[config.mk]
export PLATFORM = sky130hd
export DESIGN_NAME = memslot_arbiter
export DESIGN_NICKNAME = d
export VERILOG_FILES = /design/src/rtl/sa_pkg.sv /design/src/rtl/sa_fixed_dma.sv /design/src/rtl/sa_bpl_fetch.sv /design/src/rtl/sa_cpu_fsm.sv /design/src/rtl/memslot_arbiter.sv
export SDC_FILE = /design/constraint.sdc
export NUM_CORES = 1
export LEC_CHECK = 0
export BUFFER_PORTS_ARGS = -buffer_cell sky130_fd_sc_hd__buf_4
export CORE_MARGIN = 2
export CORE_UTILIZATION = 33
export CTS_CLUSTER_DIAMETER = 150
export DETAILED_ROUTE_END_ITERATION = 7
export GPL_TIMING_DRIVEN = 0
export PLACE_DENSITY = 0.74
export SYNTH_ARGS = -nofsm -noshare
export SYNTH_HDL_FRONTEND = slang
export SYNTH_HIERARCHICAL = 1
export SYNTH_SLANG_ARGS = --single-unit
[constraint.sdc]
create_clock -name clk -period 1 [get_ports clk]
set_input_delay 0.2 -clock clk [delete_from_list [all_inputs] [get_ports clk]]
set_output_delay 0.2 -clock clk [all_outputs]
set_load 0.005 [all_outputs]
[src/rtl/sa_pkg.sv]
package sa_pkg;
    localparam int OWN_W   = 5;
    localparam int OWN_REF = 0;
    localparam int OWN_SND = 1;
    localparam int OWN_SPR = 2;
    localparam int OWN_BPL = 3;
    localparam int OWN_CPU = 4;

    typedef enum logic [1:0] {
        S_IDLE = 2'd0,
        S_WAIT = 2'd1,
        S_ACK  = 2'd2
    } cpu_state_t;

    // Plane number fetched at a group position; 0 means no plane there.
    function automatic logic [2:0] plane_at(input logic [2:0] pos, input logic hi);
        logic [2:0] p;
        if (hi) begin
            unique case (pos)
                3'd1, 3'd5: p = 3'd1;
                3'd3, 3'd7: p = 3'd2;
                3'd0, 3'd4: p = 3'd3;
                default:    p = 3'd4;
            endcase
        end else begin
            unique case (pos)
                3'd1:    p = 3'd1;
                3'd3:    p = 3'd2;
                3'd5:    p = 3'd3;
                3'd7:    p = 3'd4;
                3'd2:    p = 3'd5;
                3'd6:    p = 3'd6;
                default: p = 3'd0;
            endcase
        end
        return p;
    endfunction
endpackage

[src/rtl/sa_fixed_dma.sv]
module sa_fixed_dma #(
    parameter int SLOT_W      = 8,
    parameter int REF_SLOTS   = 4,
    parameter int SND_SLOTS   = 4,
    parameter int SPR_SLOTS   = 8
) (
    input  logic [SLOT_W-1:0] slot,
    output logic              ref_hit,
    output logic              snd_hit,
    output logic              spr_hit
);
    localparam logic [SLOT_W-2:0] REF_END = (SLOT_W-1)'(REF_SLOTS);
    localparam logic [SLOT_W-2:0] SND_END = (SLOT_W-1)'(REF_SLOTS + SND_SLOTS);
    localparam logic [SLOT_W-2:0] SPR_END = (SLOT_W-1)'(REF_SLOTS + SND_SLOTS + SPR_SLOTS);

    logic [SLOT_W-2:0] odd_idx;

    always_comb begin
        odd_idx = slot[SLOT_W-1:1];
        ref_hit = slot[0] && (odd_idx < REF_END);
        snd_hit = slot[0] && !ref_hit && (odd_idx < SND_END);
        spr_hit = slot[0] && !ref_hit && !snd_hit && (odd_idx < SPR_END);
    end
endmodule

[src/rtl/sa_bpl_fetch.sv]
module sa_bpl_fetch
    import sa_pkg::*;
#(
    parameter int SLOT_W     = 8,
    parameter int LINE_W     = 9,
    parameter int FIRST_LINE = 26,
    parameter int LAST_LINE  = 226,
    parameter int FIRST_SLOT = 56,
    parameter int LAST_SLOT  = 215
) (
    input  logic [SLOT_W-1:0] slot,
    input  logic [LINE_W-1:0] line,
    input  logic [2:0]        planes,
    input  logic              hi,
    input  logic              en,
    output logic              bpl_hit
);
    localparam logic [SLOT_W-1:0] FS = SLOT_W'(FIRST_SLOT);
    localparam logic [SLOT_W-1:0] LS = SLOT_W'(LAST_SLOT);
    localparam logic [LINE_W-1:0] FL = LINE_W'(FIRST_LINE);
    localparam logic [LINE_W-1:0] LL = LINE_W'(LAST_LINE);

    logic              in_win;
    logic [SLOT_W-1:0] rel;
    logic [2:0]        plane;

    always_comb begin
        in_win  = (slot >= FS) && (slot <= LS) && (line >= FL) && (line <= LL);
        rel     = slot - FS;
        plane   = plane_at(rel[2:0], hi);
        bpl_hit = en && in_win && (plane != 3'd0) && (plane <= planes);
    end
endmodule

[src/rtl/sa_cpu_fsm.sv]
module sa_cpu_fsm
    import sa_pkg::*;
(
    input  logic clk,
    input  logic rst_n,
    input  logic req,
    input  logic shared,
    input  logic dma_busy,
    output logic grant_mem,
    output logic ack
);
    cpu_state_t state_q, state_n;

    always_ff @(posedge clk or negedge rst_n) begin
        if (!rst_n) state_q <= S_IDLE;
        else        state_q <= state_n;
    end

    always_comb begin
        state_n   = state_q;
        grant_mem = 1'b0;
        unique case (state_q)
            S_IDLE, S_WAIT: begin
                if (!req) begin
                    state_n = S_IDLE;
                end else if (!shared) begin
                    state_n = S_ACK;
                end else if (!dma_busy) begin
                    state_n   = S_ACK;
                    grant_mem = 1'b1;
                end else begin
                    state_n = S_WAIT;
                end
            end
            S_ACK:   state_n = S_IDLE;
            default: state_n = S_IDLE;
        endcase
    end

    assign ack = (state_q == S_ACK);


    ack_single_chk: assert property (@(posedge clk) disable iff (!rst_n)
        ack |=> !ack);

    ext_ack_chk: assert property (@(posedge clk) disable iff (!rst_n)
        (state_q != S_ACK && req && !shared) |=> ack);
endmodule

[src/rtl/memslot_arbiter.sv]
module memslot_arbiter
    import sa_pkg::*;
#(
    parameter int SLOTS_PER_LINE  = 227,
    parameter int LINES_PER_FRAME = 263,
    parameter int DISP_FIRST_LINE = 26,
    parameter int DISP_LAST_LINE  = 226,
    parameter int FETCH_FIRST     = 56,
    parameter int FETCH_LAST      = 215,
    parameter int REF_SLOTS       = 4,
    parameter int SND_SLOTS       = 4,
    parameter int SPR_SLOTS       = 8,
    parameter int ADDR_W          = 24,
    parameter int SHARED_LIMIT    = 'h080000,
    localparam int SLOT_W         = $clog2(SLOTS_PER_LINE),
    localparam int LINE_W         = $clog2(LINES_PER_FRAME)
) (
    input  logic              clk,
    input  logic              rst_n,
    input  logic [SLOT_W-1:0] slot_cnt,
    input  logic [LINE_W-1:0] line_cnt,
    input  logic [2:0]        plane_cnt,
    input  logic              hires,
    input  logic              snd_en,
    input  logic              spr_en,
    input  logic              plane_en,
    input  logic              cpu_req,
    input  logic [ADDR_W-1:0] cpu_addr,
    output logic [4:0]        slot_owner,
    output logic              cpu_ack
);
    localparam logic [ADDR_W-1:0] LIMIT   = ADDR_W'(SHARED_LIMIT);
    localparam logic [SLOT_W-1:0] REF_END = SLOT_W'(2 * REF_SLOTS);

    logic ref_hit, snd_hit, spr_hit, bpl_hit;
    logic dma_busy, shared, grant_mem;
    logic [OWN_W-1:0] owner_n, owner_q;

    sa_fixed_dma #(
        .SLOT_W(SLOT_W), .REF_SLOTS(REF_SLOTS),
        .SND_SLOTS(SND_SLOTS), .SPR_SLOTS(SPR_SLOTS)
    ) u_fixed (
        .slot(slot_cnt), .ref_hit(ref_hit), .snd_hit(snd_hit), .spr_hit(spr_hit)
    );

    sa_bpl_fetch #(
        .SLOT_W(SLOT_W), .LINE_W(LINE_W),
        .FIRST_LINE(DISP_FIRST_LINE), .LAST_LINE(DISP_LAST_LINE),
        .FIRST_SLOT(FETCH_FIRST), .LAST_SLOT(FETCH_LAST)
    ) u_bpl (
        .slot(slot_cnt), .line(line_cnt), .planes(plane_cnt),
        .hi(hires), .en(plane_en), .bpl_hit(bpl_hit)
    );

    assign shared   = (cpu_addr < LIMIT);
    assign dma_busy = ref_hit | (snd_hit & snd_en) | (spr_hit & spr_en) | bpl_hit;

    sa_cpu_fsm u_cpu (
        .clk(clk), .rst_n(rst_n), .req(cpu_req), .shared(shared),
        .dma_busy(dma_busy), .grant_mem(grant_mem), .ack(cpu_ack)
    );

    // Fixed channels first, then bitplanes, then the processor.
    always_comb begin
        owner_n = '0;
        if (ref_hit)                owner_n[OWN_REF] = 1'b1;
        else if (snd_hit && snd_en) owner_n[OWN_SND] = 1'b1;
        else if (spr_hit && spr_en) owner_n[OWN_SPR] = 1'b1;
        else if (bpl_hit)           owner_n[OWN_BPL] = 1'b1;
        else if (grant_mem)         owner_n[OWN_CPU] = 1'b1;
    end

    always_ff @(posedge clk or negedge rst_n) begin
        if (!rst_n) owner_q <= '0;
        else        owner_q <= owner_n;
    end

    assign slot_owner = owner_q;


    owner_onehot_chk: assert property (@(posedge clk) disable iff (!rst_n)
        $onehot0(slot_owner));

    refresh_window_chk: assert property (@(posedge clk) disable iff (!rst_n)
        slot_owner[OWN_REF] |-> ($past(slot_cnt) < REF_END));

    fixed_odd_chk: assert property (@(posedge clk) disable iff (!rst_n)
        (slot_owner[OWN_REF] | slot_owner[OWN_SND] | slot_owner[OWN_SPR]) |-> $past(slot_cnt[0]));

    cpu_slot_ack_chk: assert property (@(posedge clk) disable iff (!rst_n)
        slot_owner[OWN_CPU] |-> cpu_ack);
endmodule

==> results by group <==
GRT
  • First-pass GRT wire length: 2.19 mm
  • Initial antenna violation count: 0
  • Vias in the first global route: 618
  • Grt total ovfl: 0
  • Largest net degree at the start of global routing: 8
  • Total track usage: 15.5%

CTS
  • CTS tree: built
  • Inserted Clock Buffers: 3
  • CTS root buffer: clkbuf_4
  • Reg clk slew, reported paths: 0.05 ns
  • Clk sinks: 7
  • Clk buf depth: 2
  • Clock Latency Late Sink: 0.24 ns
  • CTS H-tree lvls: 1

Finish
  • Fin area: 938 µm²
  • Final Non-Filler Cells: 120
  • Antenna cell count: 0
  • Multi-input gate area: 384 µm²
  • FF/Latch Area: 175 µm²
  • Fill count: 137
  • Proportion of layout cells with a drive suffix above 1: 51.0%
  • Layout Utilization: 62.3%
  • Count of nets after finishing: 159
  • Synthesis-to-finish area growth: 77.3%

Worst setup path
  • Maximum fanout along the worst path: 4
  • Req. time, crit path: 1.18 ns
  • Reg2reg end: slot_owner[4]$_DFF_PN0_
  • Setup CP Type: in -> reg
  • R2R setup slack: -0.04 ns
  • Number of cells on the worst reg-to-reg path: 4
  • FF-to-FF Start: u_cpu/state_q[1]$_DFF_PN0_
  • Crit start category: input pin
  • Crit end category: flop
  • CP arrival: 1.88 ns

Route
  • Mean number of vias per cell: 4.98
  • Post-DR wirelength/cell: 10.8 µm
  • DRT Pass-1 Iters: 2
  • Total Wirelength: 1.29 mm
  • Met3 routed wirelength: 85 µm
  • ANT nets after route: 0
  • Iter 0 DRT Violations: 8
  • DR WL met2: 745 µm
  • WL met1: 431 µm
  • DRC Markers: 0
  • Uppermost layer routed: met4
  • DR vias: 597

Yosys
  • Register area share after synthesis: 33.1%
  • Commonest cells in the netlist: dfrtp_1, nor2_1, inv_1, a21oi_1, nand2_1
  • Synthesized Nets: 114
  • Post-synth ARST share: 100%
  • Dominant synthesized flop cell: dfrtp_1
  • Number of synthesized flops with an enable pin: 0
  • Synth Register Bits: 7
  • Synth area leaders: dfrtp_1, ha_1, nor2_1
  • Area leader, netlist: dfrtp_1
  • Cell variety after synth: 28
  • Area fraction of the dominant cell type after synthesis: 33.1%
  • Synth warn: 6
  • Mapped Avg Cell Area: 8.82 µm²
  • Mapped Area: 529 µm²
  • Mapped Cells: 60

STA
  • Max Slew Vio Count: 0
  • Hold WS: 0.163 ns
  • Slew HR: 74.9%
  • Fin Clk Skew: 0.0000195 ns
  • Worst-Margin Slew: 0.367 ns
  • Fin crit share: 170%
  • Fmax: 0.589 GHz
  • Final Hold Viols: 0
  • Finish-stage setup viols: 7
  • Unrepaired setup endpoints after global routing: yes
  • Worst setup margin: -0.699 ns
  • Final min period: 1.70 ns

Pwr
  • Power Density: 856 nW/µm²
  • Leakage Power: 0.000474 µW
  • Peak supply drop: 0.375 mV

Die
  • Initial Util: 35.1%
  • Core Region: 1510 µm²
  • Die Y: 44.0 µm
  • Horiz. Die Dim: 44.0 µm
  • Row cnt: 14
  • I/O pin count: 57
  • Die area: 1940 µm²

Placed design
  • Gpl congestion: 0.681
  • Post-detail-place hpwl: 1.08 mm
  • Number of port buffers: 37
  • Cells after DPL: 113
  • DP Area: 850 µm²
  • Pre-CTS WS: -0.976 ns

Hold path
  • Min-delay src: slot_cnt[3]
  • WHS Path Cells: 2
  • Worst Hold Class: in -> reg
  • Hold path endpoint: slot_owner[0]$_DFF_PN0_

Run status
  • Status: finished, violations left
  • Failing checks: setup timing

Job
  • Max-Cap Viols: 0
[routing by layer]
metal | vias to the layer above | track usage (%)
met5 | - | 0
met4 | 0 | 13.9
met3 | 4 | 1.22
met2 | 21 | 30.9
met1 | 259 | 13.2
li1 | 313 | -
[sequential cells by signal, indices dropped and copies added (netlist names)]
name,cells
slot_owner,5
u_cpu/state_q,2
[layout by cell type (no fill, tap or decap), types with 2 or more instances in the layout]
cell / count
buf_4: 36
nor2_1: 7
dfrtp_1: 7
inv_1: 5
nand2_1: 4
clkbuf_4: 3
buf_6: 3
ha_1: 3
a21oi_2: 2
and3_1: 2
nand2b_4: 2
nor3b_4: 2
o21ai_1: 2
nor2b_1: 2
a21oi_1: 2
o211ai_1: 2
nor3_1: 2
nand3_1: 2
[critical path, cell delays in order]
cell and delay (ns):
buf_6 0.10, nor3b_4 0.14, a31oi_1 0.12, o21ai_1 0.09, ha_1 0.30, nand3_1 0.07, o21ai_1 0.06, o22ai_1 0.17
nor2_1 0.08, nand3b_1 0.21, nor3b_2 0.16, and4b_1 0.18
[stage by stage]
stage	setup TNS (ns)	total power (µW)
3_3_place_gp	-4.28	528
4_1_cts	-2.57	815
6_report	-2.65	803
3_5_place_dp	-4.41	535
2_1_floorplan	-2.84	390
5_1_grt	-3.24	855
[repair_timing]
| item | in CTS | in global routing |
|---|---|---|
| setup endpoints to repair | 7 | 7 |
| pin swaps | 4 | 1 |
| endpoints found under the hold margin | 7 | 0 |
| hold buffers | 1 | 0 |
| buffers inserted | 2 | 0 |
| gates resized for setup | 7 | 1 |
[report_power, final]
part / internal [µW] / switching (µW)
logic: 162 / 106
registers: 290 / 2.18
clock network: 151 / 91.6
[worst max-delay path by stage]
stage | end | slack (ns) | depth (start not counted) | start
2_1_floorplan | slot_owner[4]$_DFF_PN0_ | -0.73 | 11 | hires
3_3_place_gp | slot_owner[4]$_DFF_PN0_ | -0.99 | 12 | hires
3_5_place_dp | slot_owner[4]$_DFF_PN0_ | -0.98 | 11 | hires
4_1_cts | slot_owner[4]$_DFF_PN0_ | -0.69 | 12 | hires
5_1_grt | slot_owner[4]$_DFF_PN0_ | -0.80 | 12 | hires
6_report | slot_owner[4]$_DFF_PN0_ | -0.70 | 12 | hires
[kinds of logic after synthesis]
| kind of cell | synth area share [%] |
|---|---|
| compound gates | 20.1 |
| xor+xnor | 1.66 |
| fa+ha+maj | 7.09 |
| buf+inv | 3.55 |
| flops | 33.1 |
| simple gates | 34.5 |
[area by class of cell]
| type | instances | area share [%] |
|---|---|---|
| clock buffer | 4 | 2.80 |
| sequential | 7 | 18.7 |
| timing repair buffer | 40 | 33.5 |
| multi-input combinational | 48 | 40.9 |
| tap | 16 | 2.13 |
| inverter | 5 | 2.00 |
Note: power is estimated with default switching activity, not from simulation.
